<file path="config.mk">
export PLATFORM = sky130hd
export DESIGN_NAME = outbound_window_decoder
export DESIGN_NICKNAME = d
export VERILOG_FILES = /design/src/rtl/owd_pkg.sv /design/src/rtl/owd_cfg_regs.sv /design/src/rtl/owd_out_dec.sv /design/src/rtl/owd_in_dec.sv /design/src/rtl/outbound_window_decoder.sv
export SDC_FILE = /design/constraint.sdc
export NUM_CORES = 1
export LEC_CHECK = 0
export ABC_AREA = 0
export BUFFER_PORTS_ARGS = -buffer_cell sky130_fd_sc_hd__buf_2
export CAP_MARGIN = 20
export CORE_ASPECT_RATIO = 1.4
export CORE_MARGIN = 10
export CORE_UTILIZATION = 43
export DETAILED_ROUTE_END_ITERATION = 7
export GPL_TIMING_DRIVEN = 0
export PLACE_DENSITY = 0.91
export SKIP_LAST_GASP = 1
export SYNTH_ARGS = -nofsm -noshare
export SYNTH_HDL_FRONTEND = slang
export SYNTH_SLANG_ARGS = --single-unit
</file>
<file path="constraint.sdc">
create_clock -name clk_i -period 3.6 [get_ports clk_i]
set_input_delay 0.72 -clock clk_i [delete_from_list [all_inputs] [get_ports clk_i]]
set_output_delay 0.72 -clock clk_i [all_outputs]
set_load 0.1 [all_outputs]
</file>
<file path="src/rtl/owd_pkg.sv">
package owd_pkg;
  typedef enum logic [1:0] {
    TGT_NONE = 2'd0,
    TGT_RAM  = 2'd1,
    TGT_PCI  = 2'd2,
    TGT_CPU  = 2'd3
  } tgt_e;
endpackage

</file>
<file path="src/rtl/owd_cfg_regs.sv">
module owd_cfg_regs #(
  parameter int unsigned NUM_CHUNKS = 32,
  parameter int unsigned CTL_W      = 32,
  parameter int unsigned MODE_LSB   = 7,
  parameter logic [1:0]  MODE_CODE  = 2'b01
) (
  input  logic                  clk_i,
  input  logic                  rst_ni,
  input  logic                  en_wr_i,
  input  logic [NUM_CHUNKS-1:0] en_wdata_i,
  input  logic                  ctl_wr_i,
  input  logic [CTL_W-1:0]      ctl_wdata_i,
  output logic [NUM_CHUNKS-1:0] en_eff_o,
  output logic                  fwd_on_o
);
  logic [NUM_CHUNKS-1:0] en_q;
  logic [CTL_W-1:0]      ctl_q;

  always_ff @(posedge clk_i or negedge rst_ni) begin
    if (!rst_ni) begin
      en_q  <= '0;
      ctl_q <= '0;
    end else begin
      if (en_wr_i)  en_q  <= en_wdata_i;
      if (ctl_wr_i) ctl_q <= ctl_wdata_i;
    end
  end

  // firmware slice and bridge slice are never exposed
  for (genvar i = 0; i < NUM_CHUNKS; i++) begin : g_eff
    if (i == 0 || i == NUM_CHUNKS - 1) begin : g_off
      assign en_eff_o[i] = 1'b0;
    end else begin : g_on
      assign en_eff_o[i] = en_q[i];
    end
  end

  assign fwd_on_o = (ctl_q[MODE_LSB+1:MODE_LSB] == MODE_CODE);


  en_load_chk: assert property (@(posedge clk_i) disable iff (!rst_ni)
    en_wr_i |=> en_q == $past(en_wdata_i));

  ctl_load_chk: assert property (@(posedge clk_i) disable iff (!rst_ni)
    ctl_wr_i |=> ctl_q == $past(ctl_wdata_i));
endmodule

</file>
<file path="src/rtl/owd_out_dec.sv">
module owd_out_dec #(
  parameter int unsigned        ADDR_W     = 32,
  parameter logic [ADDR_W-1:0]  WIN_BASE   = 32'hF000_0000,
  parameter int unsigned        CHUNK_W    = 23,
  parameter int unsigned        NUM_CHUNKS = 32,
  localparam int unsigned       IDX_W      = $clog2(NUM_CHUNKS)
) (
  input  logic                  clk_i,
  input  logic                  rst_ni,
  input  logic                  valid_i,
  input  logic [ADDR_W-1:0]     addr_i,
  input  logic [NUM_CHUNKS-1:0] en_eff_i,
  input  logic                  fwd_on_i,
  output logic                  hit_o,
  output logic [IDX_W-1:0]      chunk_o
);
  logic [ADDR_W:0]    off;
  logic [ADDR_W-1:0]  slice_no;
  logic               in_win;
  logic [IDX_W-1:0]   idx;
  logic               hit_d;

  always_comb begin
    off      = {1'b0, addr_i} - {1'b0, WIN_BASE};
    slice_no = off[ADDR_W-1:0] >> CHUNK_W;
    in_win   = !off[ADDR_W] && (slice_no < ADDR_W'(NUM_CHUNKS));
    idx      = off[CHUNK_W +: IDX_W];
    hit_d    = valid_i && in_win && fwd_on_i && en_eff_i[idx];
  end

  always_ff @(posedge clk_i or negedge rst_ni) begin
    if (!rst_ni) begin
      hit_o   <= 1'b0;
      chunk_o <= '0;
    end else begin
      hit_o   <= hit_d;
      chunk_o <= hit_d ? idx : '0;
    end
  end


  mode_gate_chk: assert property (@(posedge clk_i) disable iff (!rst_ni)
    hit_o |-> $past(fwd_on_i));

  edge_slice_chk: assert property (@(posedge clk_i) disable iff (!rst_ni)
    hit_o |-> (chunk_o != '0) && (chunk_o != IDX_W'(NUM_CHUNKS - 1)));

  mask_gate_chk: assert property (@(posedge clk_i) disable iff (!rst_ni)
    hit_o |-> ((($past(en_eff_i) >> chunk_o) & NUM_CHUNKS'(1)) != '0));

  valid_gate_chk: assert property (@(posedge clk_i) disable iff (!rst_ni)
    hit_o |-> $past(valid_i));

  idle_chunk_chk: assert property (@(posedge clk_i) disable iff (!rst_ni)
    !hit_o |-> chunk_o == '0);
endmodule

</file>
<file path="src/rtl/owd_in_dec.sv">
module owd_in_dec
  import owd_pkg::*;
#(
  parameter int unsigned        ADDR_W     = 32,
  parameter logic [ADDR_W-1:0]  WIN_BASE   = 32'hF000_0000,
  parameter int unsigned        CHUNK_W    = 23,
  parameter int unsigned        NUM_CHUNKS = 32,
  parameter logic [ADDR_W-1:0]  CPU_BASE   = 32'hFFF0_0000,
  parameter logic [ADDR_W-1:0]  CPU_LAST   = 32'hFFFF_FFFE
) (
  input  logic              clk_i,
  input  logic              rst_ni,
  input  logic              valid_i,
  input  logic [ADDR_W-1:0] addr_i,
  output tgt_e              tgt_o
);
  localparam longint unsigned CHUNK_SZ = 64'd1 << CHUNK_W;
  localparam longint unsigned PCI_LO   = 64'(WIN_BASE) + CHUNK_SZ;
  localparam longint unsigned PCI_HI   = PCI_LO + 64'(NUM_CHUNKS - 2) * CHUNK_SZ;

  logic [63:0] a64;
  tgt_e        tgt_d;

  always_comb begin
    a64 = 64'(addr_i);
    if (!valid_i)                                 tgt_d = TGT_NONE;
    else if (a64 < PCI_LO)                        tgt_d = TGT_RAM;
    else if (a64 < PCI_HI)                        tgt_d = TGT_PCI;
    else if (addr_i >= CPU_BASE && addr_i <= CPU_LAST) tgt_d = TGT_CPU;
    else                                          tgt_d = TGT_NONE;
  end

  always_ff @(posedge clk_i or negedge rst_ni) begin
    if (!rst_ni) tgt_o <= TGT_NONE;
    else         tgt_o <= tgt_d;
  end


  tgt_valid_chk: assert property (@(posedge clk_i) disable iff (!rst_ni)
    (tgt_o != TGT_NONE) |-> $past(valid_i));

  ram_range_chk: assert property (@(posedge clk_i) disable iff (!rst_ni)
    (tgt_o == TGT_RAM) |-> (64'($past(addr_i)) < PCI_LO));

  cpu_range_chk: assert property (@(posedge clk_i) disable iff (!rst_ni)
    (tgt_o == TGT_CPU) |-> ($past(addr_i) >= CPU_BASE && $past(addr_i) != '1));
endmodule

</file>
<file path="src/rtl/outbound_window_decoder.sv">
module outbound_window_decoder
  import owd_pkg::*;
#(
  parameter int unsigned        ADDR_W     = 32,
  parameter logic [ADDR_W-1:0]  WIN_BASE   = 32'hF000_0000,
  parameter int unsigned        CHUNK_W    = 23,
  parameter int unsigned        NUM_CHUNKS = 32,
  parameter int unsigned        CTL_W      = 32,
  parameter int unsigned        MODE_LSB   = 7,
  parameter logic [1:0]         MODE_CODE  = 2'b01,
  parameter logic [ADDR_W-1:0]  CPU_BASE   = 32'hFFF0_0000,
  parameter logic [ADDR_W-1:0]  CPU_LAST   = 32'hFFFF_FFFE,
  localparam int unsigned       IDX_W      = $clog2(NUM_CHUNKS)
) (
  input  logic                  clk_i,
  input  logic                  rst_ni,
  input  logic                  en_wr_i,
  input  logic [NUM_CHUNKS-1:0] en_wdata_i,
  input  logic                  ctl_wr_i,
  input  logic [CTL_W-1:0]      ctl_wdata_i,
  input  logic                  out_valid_i,
  input  logic [ADDR_W-1:0]     out_addr_i,
  input  logic                  in_valid_i,
  input  logic [ADDR_W-1:0]     in_addr_i,
  output logic                  fwd_hit_o,
  output logic [IDX_W-1:0]      fwd_chunk_o,
  output logic [1:0]            in_tgt_o
);
  logic [NUM_CHUNKS-1:0] en_eff;
  logic                  fwd_on;
  tgt_e                  tgt;

  owd_cfg_regs #(
    .NUM_CHUNKS(NUM_CHUNKS), .CTL_W(CTL_W),
    .MODE_LSB(MODE_LSB), .MODE_CODE(MODE_CODE)
  ) u_cfg (
    .clk_i(clk_i), .rst_ni(rst_ni),
    .en_wr_i(en_wr_i), .en_wdata_i(en_wdata_i),
    .ctl_wr_i(ctl_wr_i), .ctl_wdata_i(ctl_wdata_i),
    .en_eff_o(en_eff), .fwd_on_o(fwd_on)
  );

  owd_out_dec #(
    .ADDR_W(ADDR_W), .WIN_BASE(WIN_BASE),
    .CHUNK_W(CHUNK_W), .NUM_CHUNKS(NUM_CHUNKS)
  ) u_out (
    .clk_i(clk_i), .rst_ni(rst_ni),
    .valid_i(out_valid_i), .addr_i(out_addr_i),
    .en_eff_i(en_eff), .fwd_on_i(fwd_on),
    .hit_o(fwd_hit_o), .chunk_o(fwd_chunk_o)
  );

  owd_in_dec #(
    .ADDR_W(ADDR_W), .WIN_BASE(WIN_BASE), .CHUNK_W(CHUNK_W),
    .NUM_CHUNKS(NUM_CHUNKS), .CPU_BASE(CPU_BASE), .CPU_LAST(CPU_LAST)
  ) u_in (
    .clk_i(clk_i), .rst_ni(rst_ni),
    .valid_i(in_valid_i), .addr_i(in_addr_i),
    .tgt_o(tgt)
  );

  assign in_tgt_o = tgt;


  reset_quiet_chk: assert property (@(posedge clk_i)
    !rst_ni |=> !fwd_hit_o || $past(rst_ni));
endmodule

</file>
==> results of run 1 <==
-- per-stage QoR --
stage               setup WS (ps)  utilization  area [sq um]
floorplan                    1500            -          1870
global placement             1350        0.555          2350
detailed placement           1320        0.555          2350
CTS                          1640        0.581          2460
global route                 1510        0.581          2460
finish                       1610        0.581          2460
-- flip-flops by register name, indices dropped and copies added, names as in the netlist --
name,count
u_cfg.en_q,30
u_out.hit_o,1
u_in.tgt_o,2
u_out.chunk_o,5
u_cfg.ctl_q,2
-- report_power, final --
| group | total [mW] | switching (mW) | internal [mW] | leakage [nW] |
|---|---|---|---|---|
| Clock | 0.353 | 0.147 | 0.206 | 0.0552 |
| Sequential | 0.505 | 0.0183 | 0.486 | 0.484 |
| Combinational | 0.156 | 0.0689 | 0.0872 | 0.670 |
| Total | 1.01 | 0.235 | 0.779 | 1.21 |
-- per-layer routing --
metal | global-route usage | vias to the layer above | share of wire
li1 | - | 712 | -
met1 | 0.128 | 679 | 0.36
met2 | 0.232 | 74 | 0.51
met3 | 0.0679 | 6 | 0.12
met4 | 0.0459 | 0 | 0.013
met5 | 0 | - | 0
-- cells by family (layout without fill, tap and decap cells) --
| kind of cell | count (synthesis) | in the layout |
|---|---|---|
| AND/OR/NAND/NOR | 39 | 39 |
| multiplexers | 46 | 46 |
| buffers and inverters | 11 | 100 |
| AO/OA/AOI/OAI | 11 | 11 |
| flip-flops | 40 | 40 |
-- cells in the final DEF (no fill, tap or decap), types with 3 or more instances in the layout --
cell,n
buf_2,82
mux2_2,32
clkbuf_1,6
and3_1,4
nand4_1,9
clkbuf_8,5
nand3_1,8
nand2_1,3
nor2_1,8
a311oi_1,3
dfrtp_1,40
mux2i_1,9
-- path summary, 6_finish.rpt --
path	start	endpoint	slack [ps]	cells past startpoint
max	out_addr_i[23]	u_out.chunk_o[3]$_DFF_PN0_	1610	6
min	u_cfg.en_q[29]$_DFFE_PN0P_	u_cfg.en_q[29]$_DFFE_PN0P_	500	1
max reg2reg	u_cfg.en_q[27]$_DFFE_PN0P_	u_out.chunk_o[3]$_DFF_PN0_	1880	5
min reg2reg	u_cfg.en_q[29]$_DFFE_PN0P_	u_cfg.en_q[29]$_DFFE_PN0P_	500	1
max in group asynchronous	rst_ni	u_cfg.en_q[23]$_DFFE_PN0P_	2530	1
min in group asynchronous	rst_ni	u_cfg.en_q[2]$_DFFE_PN0P_	530	1
-- final cells by class --
type | instances | share of cell area
plain buffers | 8 | 0.0188
well taps | 60 | 0.0305
multi-input cells | 96 | 0.331
inverters | 3 | 0.00458
repair buffers | 81 | 0.165
clock inverters | 2 | 0.0142
flip-flops and latches | 40 | 0.407
clock buffers | 6 | 0.0295
-- worst max-delay path, cell delays in order --
cell      delay, ps
clkbuf_1        280
inv_2           140
mux4_2          380
o21ai_1          70
a311oi_1        400
and3_1          220
==> run_summary.xml, run 1 <==
<?xml version="1.0" encoding="UTF-8"?>
<metrics>
  <group name="timing">
    <metric name="finalHoldWorstSlack" unit="ps">505</metric>
    <metric name="worst-slew-pin-transition" unit="ps">853</metric>
    <metric name="finalHoldViolCount" unit="">0</metric>
    <metric name="timing.clock.skew" unit="ps">6.49</metric>
    <metric name="timing.final.setup_violations" unit="">0</metric>
    <metric name="setup_total_negative_slack" unit="ps">0</metric>
    <metric name="slew_headroom" unit="">0.431</metric>
    <metric name="slew_violations" unit="">0</metric>
    <metric name="grt_setup_unrepaired" unit="">false</metric>
    <metric name="fmax" unit="MHz">504</metric>
    <metric name="fin_crit_sh" unit="">0.552</metric>
    <metric name="period_minus_slack" unit="ps">1990</metric>
  </group>
  <group name="clock_network">
    <metric name="tritoncts_num_sinks" unit="">40</metric>
    <metric name="cts_setup_buffers" unit="">0</metric>
    <metric name="htreeDepth" unit="">2</metric>
    <metric name="cts_buffers" unit="">5</metric>
    <metric name="post_cts.resized_instances" unit="">0</metric>
    <metric name="ctsRootBufferMaster" unit="">clkbuf_8</metric>
    <metric name="hold_buffers" unit="">0</metric>
    <metric name="clk_transition_reported_paths" unit="ps">80</metric>
    <metric name="tritoncts" unit="">done</metric>
    <metric name="clock_insertion_delay_worst_skew" unit="ps">290</metric>
    <metric name="clock_tree.buffer_depth" unit="">2</metric>
  </group>
  <group name="power_and_ir_drop">
    <metric name="irDropWorstVdd" unit="mV">0.278</metric>
    <metric name="static-leakage-power" unit="nW">1.21</metric>
    <metric name="overall_power_of_the_completed_layout" unit="mW">1.01</metric>
    <metric name="power_per_cell_area" unit="nW/um^2">412</metric>
  </group>
  <group name="placed_design">
    <metric name="gp_routability_congestion" unit="">0.801</metric>
    <metric name="dp_cells" unit="">288</metric>
    <metric name="detailed_place_hpwl" unit="um">3960</metric>
    <metric name="port_buffers" unit="">81</metric>
  </group>
  <group name="routing">
    <metric name="drtAntennaViolNets" unit="">0</metric>
    <metric name="drc" unit="">0</metric>
    <metric name="1st_pass_router_iterations" unit="">4</metric>
    <metric name="drt_first_iter_violations" unit="">47</metric>
    <metric name="detail_route.wirelength" unit="um">4700</metric>
    <metric name="route.vias.total" unit="">1471</metric>
    <metric name="vias_per_cell" unit="">4.97</metric>
    <metric name="drt-wirelength-per-cell" unit="um">15.9</metric>
  </group>
  <group name="yosys">
    <metric name="synthDistinctLibCells" unit="">27</metric>
    <metric name="main_combinational_cell_family_by_area_after_synthesis" unit="">multiplexers</metric>
    <metric name="synth_fp_nets" unit="">281</metric>
    <metric name="yosys.cell_count.top_type" unit="">dfrtp_1</metric>
    <metric name="yosys.area_share.adder" unit="">0</metric>
    <metric name="ys_async_sr_fraction" unit="">1.00</metric>
    <metric name="synth_top_flop_cell" unit="">dfrtp_1</metric>
    <metric name="synth.area.mux_share" unit="">0.285</metric>
    <metric name="synth_largest_type_area_fraction" unit="">0.534</metric>
    <metric name="synth-compound-area-share" unit="">0.0407</metric>
    <metric name="synth_simple_gate_area_frac" unit="">0.110</metric>
    <metric name="synthXorXnorAreaFrac" unit="">0</metric>
    <metric name="synth_edf_count" unit="">0</metric>
    <metric name="synthesis.area" unit="sq um">1870</metric>
    <metric name="flops_latches_synth" unit="">40</metric>
    <metric name="cells_after_synth" unit="">147</metric>
    <metric name="synth_top_cell_by_area" unit="">dfrtp_1</metric>
    <metric name="syn_avg_cell_area" unit="sq um">12.7</metric>
    <metric name="synth_commonest_cells" unit="">dfrtp_1 (40), mux2_2 (32), mux2i_1 (9), nand4_1 (9)</metric>
    <metric name="synth-seq-area-share" unit="">0.534</metric>
    <metric name="main_area_contributors_after_synthesis" unit="">dfrtp_1 (53%), mux2_2 (19%), mux2i_1 (4.8%)</metric>
    <metric name="yosysWarningCount" unit="">0</metric>
  </group>
  <group name="critical_path">
    <metric name="worstPathArrival" unit="ps">2210</metric>
    <metric name="path_max_fanout" unit="">8</metric>
    <metric name="critPathRequiredTime" unit="ps">3830</metric>
    <metric name="critical_path.endpoint_type" unit="">register</metric>
    <metric name="worst_setup_path_category" unit="">in2reg</metric>
    <metric name="worstSetupStartpointType" unit="">primary input</metric>
  </group>
  <group name="global_routing">
    <metric name="number_of_antenna_violations_at_the_first_check_in_global_routing" unit="">0</metric>
    <metric name="grt_start_max_net_pins" unit="">41</metric>
    <metric name="first_global_vias" unit="">1704</metric>
    <metric name="grt-ovfl-total" unit="">0</metric>
    <metric name="grt_pass1_wl" unit="um">7620</metric>
    <metric name="globalRouteTotalUtil" unit="">0.133</metric>
  </group>
  <group name="layout">
    <metric name="register_cell_area_after_layout" unit="sq um">1000</metric>
    <metric name="post_layout_net_count" unit="">369</metric>
    <metric name="multiInputGateArea" unit="sq um">815</metric>
    <metric name="instances_no_fill" unit="">296</metric>
    <metric name="n_antenna_cell" unit="">0</metric>
    <metric name="area.growth.synth_to_final" unit="%">31.4</metric>
    <metric name="fillerInstances" unit="">356</metric>
    <metric name="post_route_cells_drive_above_1_share" unit="">0.538</metric>
  </group>
  <group name="die">
    <metric name="io_pins" unit="">142</metric>
    <metric name="die_width" unit="um">75.8</metric>
    <metric name="num_rows" unit="">28</metric>
    <metric name="floorplan.die_area" unit="sq um">7430</metric>
    <metric name="core_region_area" unit="sq um">4240</metric>
    <metric name="initial_core_util" unit="">0.442</metric>
    <metric name="dieHeight" unit="um">98.1</metric>
  </group>
  <group name="hold_path">
    <metric name="min_path_type" unit="">reg2reg</metric>
  </group>
  <group name="run">
    <metric name="maxCapViolCount" unit="">0</metric>
  </group>
  <group name="status">
    <metric name="status" unit="">completed</metric>
  </group>
</metrics>
(Power assumes the default switching activity.)
==> run 2, diff against run 1 <==
--- a/config.mk
+++ b/config.mk
@@ -5,15 +5,15 @@
 export SDC_FILE = /design/constraint.sdc
 export NUM_CORES = 1
 export LEC_CHECK = 0
-export ABC_AREA = 0
+export ABC_AREA = 1
 export BUFFER_PORTS_ARGS = -buffer_cell sky130_fd_sc_hd__buf_2
 export CAP_MARGIN = 20
 export CORE_ASPECT_RATIO = 1.4
 export CORE_MARGIN = 10
-export CORE_UTILIZATION = 43
+export CORE_UTILIZATION = 36
 export DETAILED_ROUTE_END_ITERATION = 7
 export GPL_TIMING_DRIVEN = 0
-export PLACE_DENSITY = 0.91
+export PLACE_DENSITY = 0.82
 export SKIP_LAST_GASP = 1
 export SYNTH_ARGS = -nofsm -noshare
 export SYNTH_HDL_FRONTEND = slang
==> constraint.sdc (replaced) <==
create_clock -name clk_i -period 1.8 [get_ports clk_i]
set_input_delay 0.36 -clock clk_i [delete_from_list [all_inputs] [get_ports clk_i]]
set_output_delay 0.36 -clock clk_i [all_outputs]
set_load 0.1 [all_outputs]
==> run 2 against run 1 <==
Compared with the run above: sequential power increased by 100%; non-clock buffer count increased by 2; sequential share of layout area decreased by 1.3 points; critical path type is now reg2out; clock-buffer cell count decreased by 1; combinational power increased by 110%; area after synthesis increased by 3.0%; synthesized cell count increased by 33%; clock skew about the same; utilization decreased by 9.1 points.
==> run_summary.xml, run 2 <==
<?xml version="1.0" encoding="UTF-8"?>
<metrics>
  <group name="yosys">
    <metric name="synthDistinctLibCells" unit="">23</metric>
    <metric name="main_area_contributors_after_synthesis" unit="">dfrtp_1 (52%), mux2_2 (16%), nand2_1 (9.5%)</metric>
    <metric name="flops_latches_synth" unit="">40</metric>
    <metric name="synth_top_cell_by_area" unit="">dfrtp_1</metric>
    <metric name="yosys.cell_count.top_type" unit="">nand2_1</metric>
    <metric name="synth_fp_nets" unit="">329</metric>
    <metric name="ys_async_sr_fraction" unit="">1.00</metric>
    <metric name="cells_after_synth" unit="">195</metric>
    <metric name="yosysWarningCount" unit="">0</metric>
    <metric name="synth-seq-area-share" unit="">0.519</metric>
    <metric name="synth_top_flop_cell" unit="">dfrtp_1</metric>
    <metric name="synth_largest_type_area_fraction" unit="">0.519</metric>
    <metric name="syn_avg_cell_area" unit="sq um">9.89</metric>
    <metric name="synthesis.area" unit="sq um">1930</metric>
    <metric name="synth_edf_count" unit="">0</metric>
    <metric name="synth_commonest_cells" unit="">nand2_1 (49), dfrtp_1 (40), mux2_2 (27)</metric>
  </group>
  <group name="routing">
    <metric name="route.vias.total" unit="">1671</metric>
    <metric name="1st_pass_router_iterations" unit="">4</metric>
    <metric name="drc" unit="">0</metric>
    <metric name="drt_first_iter_violations" unit="">127</metric>
    <metric name="vias_per_cell" unit="">4.75</metric>
    <metric name="drt-wirelength-per-cell" unit="um">14.7</metric>
    <metric name="detail_route.wirelength" unit="um">5160</metric>
    <metric name="drtAntennaViolNets" unit="">0</metric>
  </group>
  <group name="timing">
    <metric name="fmax" unit="MHz">709</metric>
    <metric name="timing.final.setup_violations" unit="">0</metric>
    <metric name="fin_crit_sh" unit="">0.783</metric>
    <metric name="period_minus_slack" unit="ps">1410</metric>
    <metric name="slew_headroom" unit="">0.425</metric>
    <metric name="setup_total_negative_slack" unit="ps">0</metric>
    <metric name="timing.clock.skew" unit="ps">6.92</metric>
    <metric name="slew_violations" unit="">0</metric>
    <metric name="grt_setup_unrepaired" unit="">false</metric>
    <metric name="finalHoldViolCount" unit="">0</metric>
    <metric name="worst-slew-pin-transition" unit="ps">862</metric>
  </group>
  <group name="die">
    <metric name="dieHeight" unit="um">107</metric>
    <metric name="io_pins" unit="">142</metric>
    <metric name="initial_core_util" unit="">0.371</metric>
    <metric name="core_region_area" unit="sq um">5200</metric>
    <metric name="num_rows" unit="">31</metric>
    <metric name="floorplan.die_area" unit="sq um">8730</metric>
    <metric name="die_width" unit="um">81.9</metric>
  </group>
  <group name="global_routing">
    <metric name="grt_start_max_net_pins" unit="">41</metric>
    <metric name="grt-ovfl-total" unit="">0</metric>
    <metric name="number_of_antenna_violations_at_the_first_check_in_global_routing" unit="">0</metric>
    <metric name="grt_pass1_wl" unit="um">8600</metric>
    <metric name="globalRouteTotalUtil" unit="">0.126</metric>
    <metric name="first_global_vias" unit="">1926</metric>
  </group>
  <group name="layout">
    <metric name="post_route_cells_drive_above_1_share" unit="">0.462</metric>
    <metric name="multiInputGateArea" unit="sq um">807</metric>
    <metric name="layout.cells.most_common" unit="">buf_2</metric>
    <metric name="post_layout_net_count" unit="">419</metric>
    <metric name="register_cell_area_after_layout" unit="sq um">1000</metric>
    <metric name="n_antenna_cell" unit="">0</metric>
    <metric name="area.growth.synth_to_final" unit="%">31.8</metric>
    <metric name="most_frequent_cells_in_the_layout" unit="">buf_2 (87), nand2_1 (49), dfrtp_1 (40)</metric>
    <metric name="largest_reg_flops" unit="">30</metric>
    <metric name="reg_top3" unit="">u_cfg.en_q: 30 flops, u_out.chunk_o: 5 flops</metric>
    <metric name="fillerInstances" unit="">521</metric>
    <metric name="fin_area" unit="sq um">2540</metric>
    <metric name="most_flops_register" unit="">u_cfg.en_q</metric>
  </group>
  <group name="clock_network">
    <metric name="cts_buffers" unit="">5</metric>
    <metric name="tritoncts" unit="">done</metric>
    <metric name="ctsRootBufferMaster" unit="">clkbuf_8</metric>
    <metric name="clk_transition_reported_paths" unit="ps">80</metric>
    <metric name="cts_setup_buffers" unit="">0</metric>
    <metric name="clock_insertion_delay_worst_skew" unit="ps">290</metric>
    <metric name="clock_tree.buffer_depth" unit="">2</metric>
    <metric name="htreeDepth" unit="">2</metric>
    <metric name="tritoncts_num_sinks" unit="">40</metric>
    <metric name="hold_buffers" unit="">0</metric>
    <metric name="post_cts.resized_instances" unit="">0</metric>
  </group>
  <group name="critical_path">
    <metric name="critical_path_buf_inv_count" unit="">1</metric>
    <metric name="critPathRequiredTime" unit="ps">1440</metric>
    <metric name="critical_path.max_stage_delay" unit="ps">420</metric>
    <metric name="critical_path.endpoint_type" unit="">primary output</metric>
    <metric name="path_max_fanout" unit="">1</metric>
    <metric name="worstPathArrival" unit="ps">1050</metric>
    <metric name="worst_setup_path_category" unit="">reg2out</metric>
    <metric name="crit_slowest_cell" unit="">buf_2</metric>
    <metric name="worstSetupStartpointType" unit="">register</metric>
    <metric name="cell_family_with_the_largest_share_of_critical_path_delay" unit="">buffers and inverters</metric>
    <metric name="crit_chain" unit="">buf_2</metric>
  </group>
  <group name="status">
    <metric name="status" unit="">completed</metric>
  </group>
  <group name="placed_design">
    <metric name="gp_routability_congestion" unit="">0.834</metric>
    <metric name="placement.cell_area" unit="sq um">2430</metric>
    <metric name="detailed_place_hpwl" unit="um">4220</metric>
    <metric name="port_buffers" unit="">83</metric>
  </group>
  <group name="hold_path">
    <metric name="min_path_type" unit="">in2async</metric>
  </group>
  <group name="run">
    <metric name="maxCapViolCount" unit="">0</metric>
  </group>
  <group name="power_and_ir_drop">
    <metric name="static-leakage-power" unit="nW">1.32</metric>
    <metric name="power_per_cell_area" unit="nW/um^2">816</metric>
    <metric name="irDropWorstVdd" unit="mV">0.421</metric>
  </group>
</metrics>
run 2: cell types whose count changed after synthesis, moves of 3 or more:
cell	change
mux2i_1	-9
mux2_2	-5
nand2_1	+46
and3_1	-4
nand4_1	-3
o21ai_0	+3
a311oi_1	-3
inv_1	+10
clkbuf_1	-4
nand3_1	+18
buf_2	+3
run 2: kinds of logic after synthesis:
group	share of synthesized area
compound gates	0.0208
mux	0.169
buf+inv	0.0629
simple gates	0.228
flops	0.519
run 2: routing by layer:
layer | part of all wire | GRT usage | vias to the layer above
met5 | 0 | 0 | -
met3 | 0.11 | 0.0560 | 9
li1 | - | - | 826
met1 | 0.37 | 0.129 | 763
met4 | 0.019 | 0.0549 | 0
met2 | 0.50 | 0.213 | 73
run 2: final cells by class:
type	instances	area share
clock inverter	3	0.0187
inverter	14	0.0236
buffer	8	0.0241
timing repair buffer	83	0.163
tap	66	0.0325
sequential	40	0.394
multi-input combinational	133	0.317
clock buffer	5	0.0271
run 2: path summary, 6_finish.rpt:
kind	cells past startpoint	end	slack [ps]	startpoint
setup / recovery	1	in_tgt_o[0]	390	u_in.tgt_o[0]$_DFF_PN0_
hold / removal	1	u_cfg.en_q[23]$_DFFE_PN0P_	170	rst_ni
setup reg to reg	8	u_out.chunk_o[1]$_DFF_PN0_	670	u_cfg.en_q[23]$_DFFE_PN0P_
hold reg to reg	1	u_cfg.en_q[26]$_DFFE_PN0P_	500	u_cfg.en_q[26]$_DFFE_PN0P_
max in group asynchronous	1	u_cfg.en_q[13]$_DFFE_PN0P_	1090	rst_ni
min in group clk_i	3	u_cfg.ctl_q[8]$_DFFE_PN0P_	270	ctl_wdata_i[8]
run 2: where the power goes:
part           total [mW]  internal, mW  switching, mW  leakage [nW]
Sequential           1.01         0.971         0.0361         0.485
Combinational       0.325         0.165          0.160         0.779
Clock               0.745         0.417          0.327        0.0583
Total                2.08          1.55          0.523          1.32
run 2: stage by stage:
stage                     hold slack (ps)  total power [mW]  setup WS, ps  cells   util
after CTS                             199              2.10           378    352  0.489
after detailed placement              486              1.35           385    344  0.467
final                                 169              2.08           390    352  0.489
after global routing                  234              2.20           341    352  0.489
after global placement                471              1.34           431    344  0.467
after floorplan                      64.4              1.21           557    195      -
==> run 3, diff against run 2 <==
--- a/config.mk
+++ b/config.mk
@@ -5,7 +5,7 @@
 export SDC_FILE = /design/constraint.sdc
 export NUM_CORES = 1
 export LEC_CHECK = 0
-export ABC_AREA = 1
+export ABC_AREA = 0
 export BUFFER_PORTS_ARGS = -buffer_cell sky130_fd_sc_hd__buf_2
 export CAP_MARGIN = 20
 export CORE_ASPECT_RATIO = 1.4
==> constraint.sdc (replaced) <==
create_clock -name clk_i -period 1.28 [get_ports clk_i]
set_input_delay 0.256 -clock clk_i [delete_from_list [all_inputs] [get_ports clk_i]]
set_output_delay 0.256 -clock clk_i [all_outputs]
set_load 0.1 [all_outputs]
==> run 3 against run 2 <==
Compared with the run above: the flow now finishes with violations (setup timing); clock-buffer cell count up 1; register-to-register slack worse by 1100 ps; flip-flop and latch count stayed put; wire length shrank 4.1%; combinational power increased by 40%; via count decreased by 11%.
==> run_summary.xml, run 3 (same netlist as run 1, synthesis figures left out) <==
<?xml version="1.0" encoding="UTF-8"?>
<metrics>
  <group name="clock_network">
    <metric name="ctsRootBufferMaster" unit="">clkbuf_8</metric>
    <metric name="tritoncts_num_sinks" unit="">40</metric>
    <metric name="cts_setup_buffers" unit="">0</metric>
    <metric name="clk_transition_reported_paths" unit="ps">70</metric>
    <metric name="clock_tree.buffer_depth" unit="">2</metric>
    <metric name="htreeDepth" unit="">2</metric>
    <metric name="tritoncts" unit="">done</metric>
    <metric name="hold_buffers" unit="">0</metric>
    <metric name="clock_insertion_delay_worst_skew" unit="ps">290</metric>
    <metric name="cts_buffers" unit="">5</metric>
  </group>
  <group name="routing">
    <metric name="route.vias.total" unit="">1480</metric>
    <metric name="drc" unit="">0</metric>
    <metric name="routed-wl-met3" unit="um">538</metric>
    <metric name="drt_first_iter_violations" unit="">51</metric>
    <metric name="dr_wl_met2" unit="um">2510</metric>
    <metric name="drtAntennaViolNets" unit="">0</metric>
    <metric name="top_layer" unit="">met4</metric>
    <metric name="vias_per_cell" unit="">4.92</metric>
    <metric name="drt-met1-wl" unit="um">1850</metric>
    <metric name="1st_pass_router_iterations" unit="">3</metric>
    <metric name="drt-wirelength-per-cell" unit="um">16.4</metric>
    <metric name="detail_route.wirelength" unit="um">4950</metric>
  </group>
  <group name="layout">
    <metric name="fin_area" unit="sq um">2480</metric>
    <metric name="instances_no_fill" unit="">301</metric>
    <metric name="layout.cells.most_common" unit="">buf_2</metric>
    <metric name="n_antenna_cell" unit="">0</metric>
    <metric name="most_frequent_cells_in_the_layout" unit="">buf_2 (74), dfrtp_1 (40), mux2_2 (32)</metric>
    <metric name="post_route_cells_drive_above_1_share" unit="">0.553</metric>
    <metric name="multiInputGateArea" unit="sq um">832</metric>
    <metric name="register_cell_area_after_layout" unit="sq um">1000</metric>
    <metric name="most_flops_register" unit="">u_cfg.en_q</metric>
    <metric name="fillerInstances" unit="">497</metric>
    <metric name="post_layout_net_count" unit="">369</metric>
    <metric name="area.growth.synth_to_final" unit="%">32.4</metric>
    <metric name="reg_top3" unit="">u_cfg.en_q: 30 flops, u_out.chunk_o: 5 flops</metric>
    <metric name="largest_reg_flops" unit="">30</metric>
  </group>
  <group name="placed_design">
    <metric name="detailed_place_hpwl" unit="um">4070</metric>
    <metric name="gp_routability_congestion" unit="">0.755</metric>
    <metric name="placement.cell_area" unit="sq um">2370</metric>
    <metric name="port_buffers" unit="">81</metric>
    <metric name="dp_cells" unit="">294</metric>
  </group>
  <group name="critical_path">
    <metric name="cp-startpoint" unit="">u_cfg.en_q[28]$_DFFE_PN0P_</metric>
    <metric name="critPathRequiredTime" unit="ps">1460</metric>
    <metric name="internal_reg_to_reg_setup_slack" unit="ps">-390</metric>
    <metric name="path_max_fanout" unit="">5</metric>
    <metric name="worst_setup_path_category" unit="">reg2reg</metric>
    <metric name="critical_path.max_stage_delay" unit="ps">510</metric>
    <metric name="worstPathArrival" unit="ps">1850</metric>
    <metric name="regToRegStartpoint" unit="">u_cfg.en_q[28]$_DFFE_PN0P_</metric>
    <metric name="crit_slowest_cell" unit="">mux4_2</metric>
    <metric name="worstSetupStartpointType" unit="">register</metric>
    <metric name="crit_chain" unit="">mux2_4, mux4_2, o21ai_2, a311oi_2, and3_1</metric>
    <metric name="critical_path.endpoint_type" unit="">register</metric>
  </group>
  <group name="status">
    <metric name="failed_checks" unit="">setup timing</metric>
    <metric name="status" unit="">complete, but fails checks</metric>
  </group>
  <group name="timing">
    <metric name="grt_setup_unrepaired" unit="">true</metric>
    <metric name="timing.clock.skew" unit="ps">5.17</metric>
    <metric name="worst_case_setup_margin_in_the_final_layout" unit="ps">-394</metric>
    <metric name="finalHoldWorstSlack" unit="ps">90.1</metric>
    <metric name="period_minus_slack" unit="ps">1670</metric>
    <metric name="fmax" unit="MHz">597</metric>
    <metric name="slew_violations" unit="">0</metric>
    <metric name="slew_headroom" unit="">0.418</metric>
    <metric name="finalHoldViolCount" unit="">0</metric>
    <metric name="worst-slew-pin-transition" unit="ps">873</metric>
    <metric name="fin_crit_sh" unit="">1.31</metric>
    <metric name="timing.final.setup_violations" unit="">6</metric>
    <metric name="setup_total_negative_slack" unit="ps">-2110</metric>
  </group>
  <group name="power_and_ir_drop">
    <metric name="power.share.combinational" unit="">0.172</metric>
    <metric name="power_frac_seq" unit="">0.536</metric>
    <metric name="power_per_cell_area" unit="nW/um^2">1070</metric>
    <metric name="static-leakage-power" unit="nW">1.21</metric>
    <metric name="switching_share" unit="">0.248</metric>
    <metric name="total_switching_power" unit="uW">659</metric>
    <metric name="intPower" unit="mW">1.99</metric>
    <metric name="overall_power_of_the_completed_layout" unit="mW">2.65</metric>
    <metric name="clockPowerShare" unit="">0.293</metric>
    <metric name="irDropWorstVdd" unit="mV">0.608</metric>
  </group>
  <group name="global_routing">
    <metric name="number_of_antenna_violations_at_the_first_check_in_global_routing" unit="">0</metric>
    <metric name="grt-ovfl-total" unit="">0</metric>
    <metric name="grt_pass1_wl" unit="um">7780</metric>
    <metric name="globalRouteTotalUtil" unit="">0.115</metric>
    <metric name="grt_start_max_net_pins" unit="">41</metric>
    <metric name="first_global_vias" unit="">1685</metric>
  </group>
  <group name="die">
    <metric name="floorplan.die_area" unit="sq um">8530</metric>
    <metric name="io_pins" unit="">142</metric>
    <metric name="initial_core_util" unit="">0.366</metric>
    <metric name="num_rows" unit="">31</metric>
    <metric name="dieHeight" unit="um">105</metric>
    <metric name="die_width" unit="um">81.0</metric>
    <metric name="core_region_area" unit="sq um">5120</metric>
  </group>
  <group name="run">
    <metric name="maxCapViolCount" unit="">0</metric>
  </group>
  <group name="hold_path">
    <metric name="min_path_type" unit="">in2async</metric>
  </group>
</metrics>
run 3: cell types whose count changed in the layout (fill, tap and decap cells not counted), sizes merged, moves of 4 or more:
cell / delta
and3: +4
buf: -6
clkbuf: +5
inv: -11
mux2: +6
mux2i: +9
nand2: -48
nand3: -20
run 3: what timing repair did:
action,CTS,global route
pin swaps,1,1
setup endpoints to repair,14,6
resized for setup,10,0
run 3: critical path: cells and delay by family, from the launching register on:
kind	cells	cell delay [ps]
multiplexers	2	770
flip-flops	1	380
AO/OA/AOI/OAI	2	220
AND/OR/NAND/NOR	1	200
run 3: final timing paths:
path                                                   end  cells past startpoint
worst max-delay path            u_out.chunk_o[3]$_DFF_PN0_                      5
worst min-delay path             u_cfg.en_q[4]$_DFFE_PN0P_                      1
worst max register to register  u_out.chunk_o[3]$_DFF_PN0_                      5
worst min register to register  u_cfg.ctl_q[8]$_DFFE_PN0P_                      1
max in group asynchronous       u_cfg.en_q[29]$_DFFE_PN0P_                      1
min in group clk_i              u_cfg.en_q[10]$_DFFE_PN0P_                      2
run 3: cell type report:
class | instances | area share
well taps | 66 | 0.0333
clock inverters | 1 | 0.00202
plain buffers | 8 | 0.0202
repair buffers | 81 | 0.172
clock buffers | 6 | 0.0293
multi-input cells | 96 | 0.336
inverters | 3 | 0.00454
flip-flops and latches | 40 | 0.404
run 3: per-layer routing:
| metal | GRT usage | up-vias |
|---|---|---|
| met4 | 0.0298 | 0 |
| li1 | - | 713 |
| met5 | 0 | - |
| met1 | 0.112 | 689 |
| met2 | 0.208 | 73 |
| met3 | 0.0570 | 5 |
run 3: power by group through the flow:
stage | logic [mW] | clock network, mW | registers, mW
floorplan | 0.245 | 0 | 1.45
global placement | 0.437 | 0 | 1.44
detailed placement | 0.454 | 0 | 1.45
CTS | 0.464 | 0.810 | 1.42
global route | 0.504 | 0.854 | 1.43
finish | 0.455 | 0.777 | 1.42
run 3: stage by stage:
stage                     utilization  setup WS (ps)
after floorplan                     -           -331
after global placement          0.464           -408
after detailed placement        0.464           -434
after CTS                       0.484           -397
after global routing            0.484           -451
final                           0.484           -394
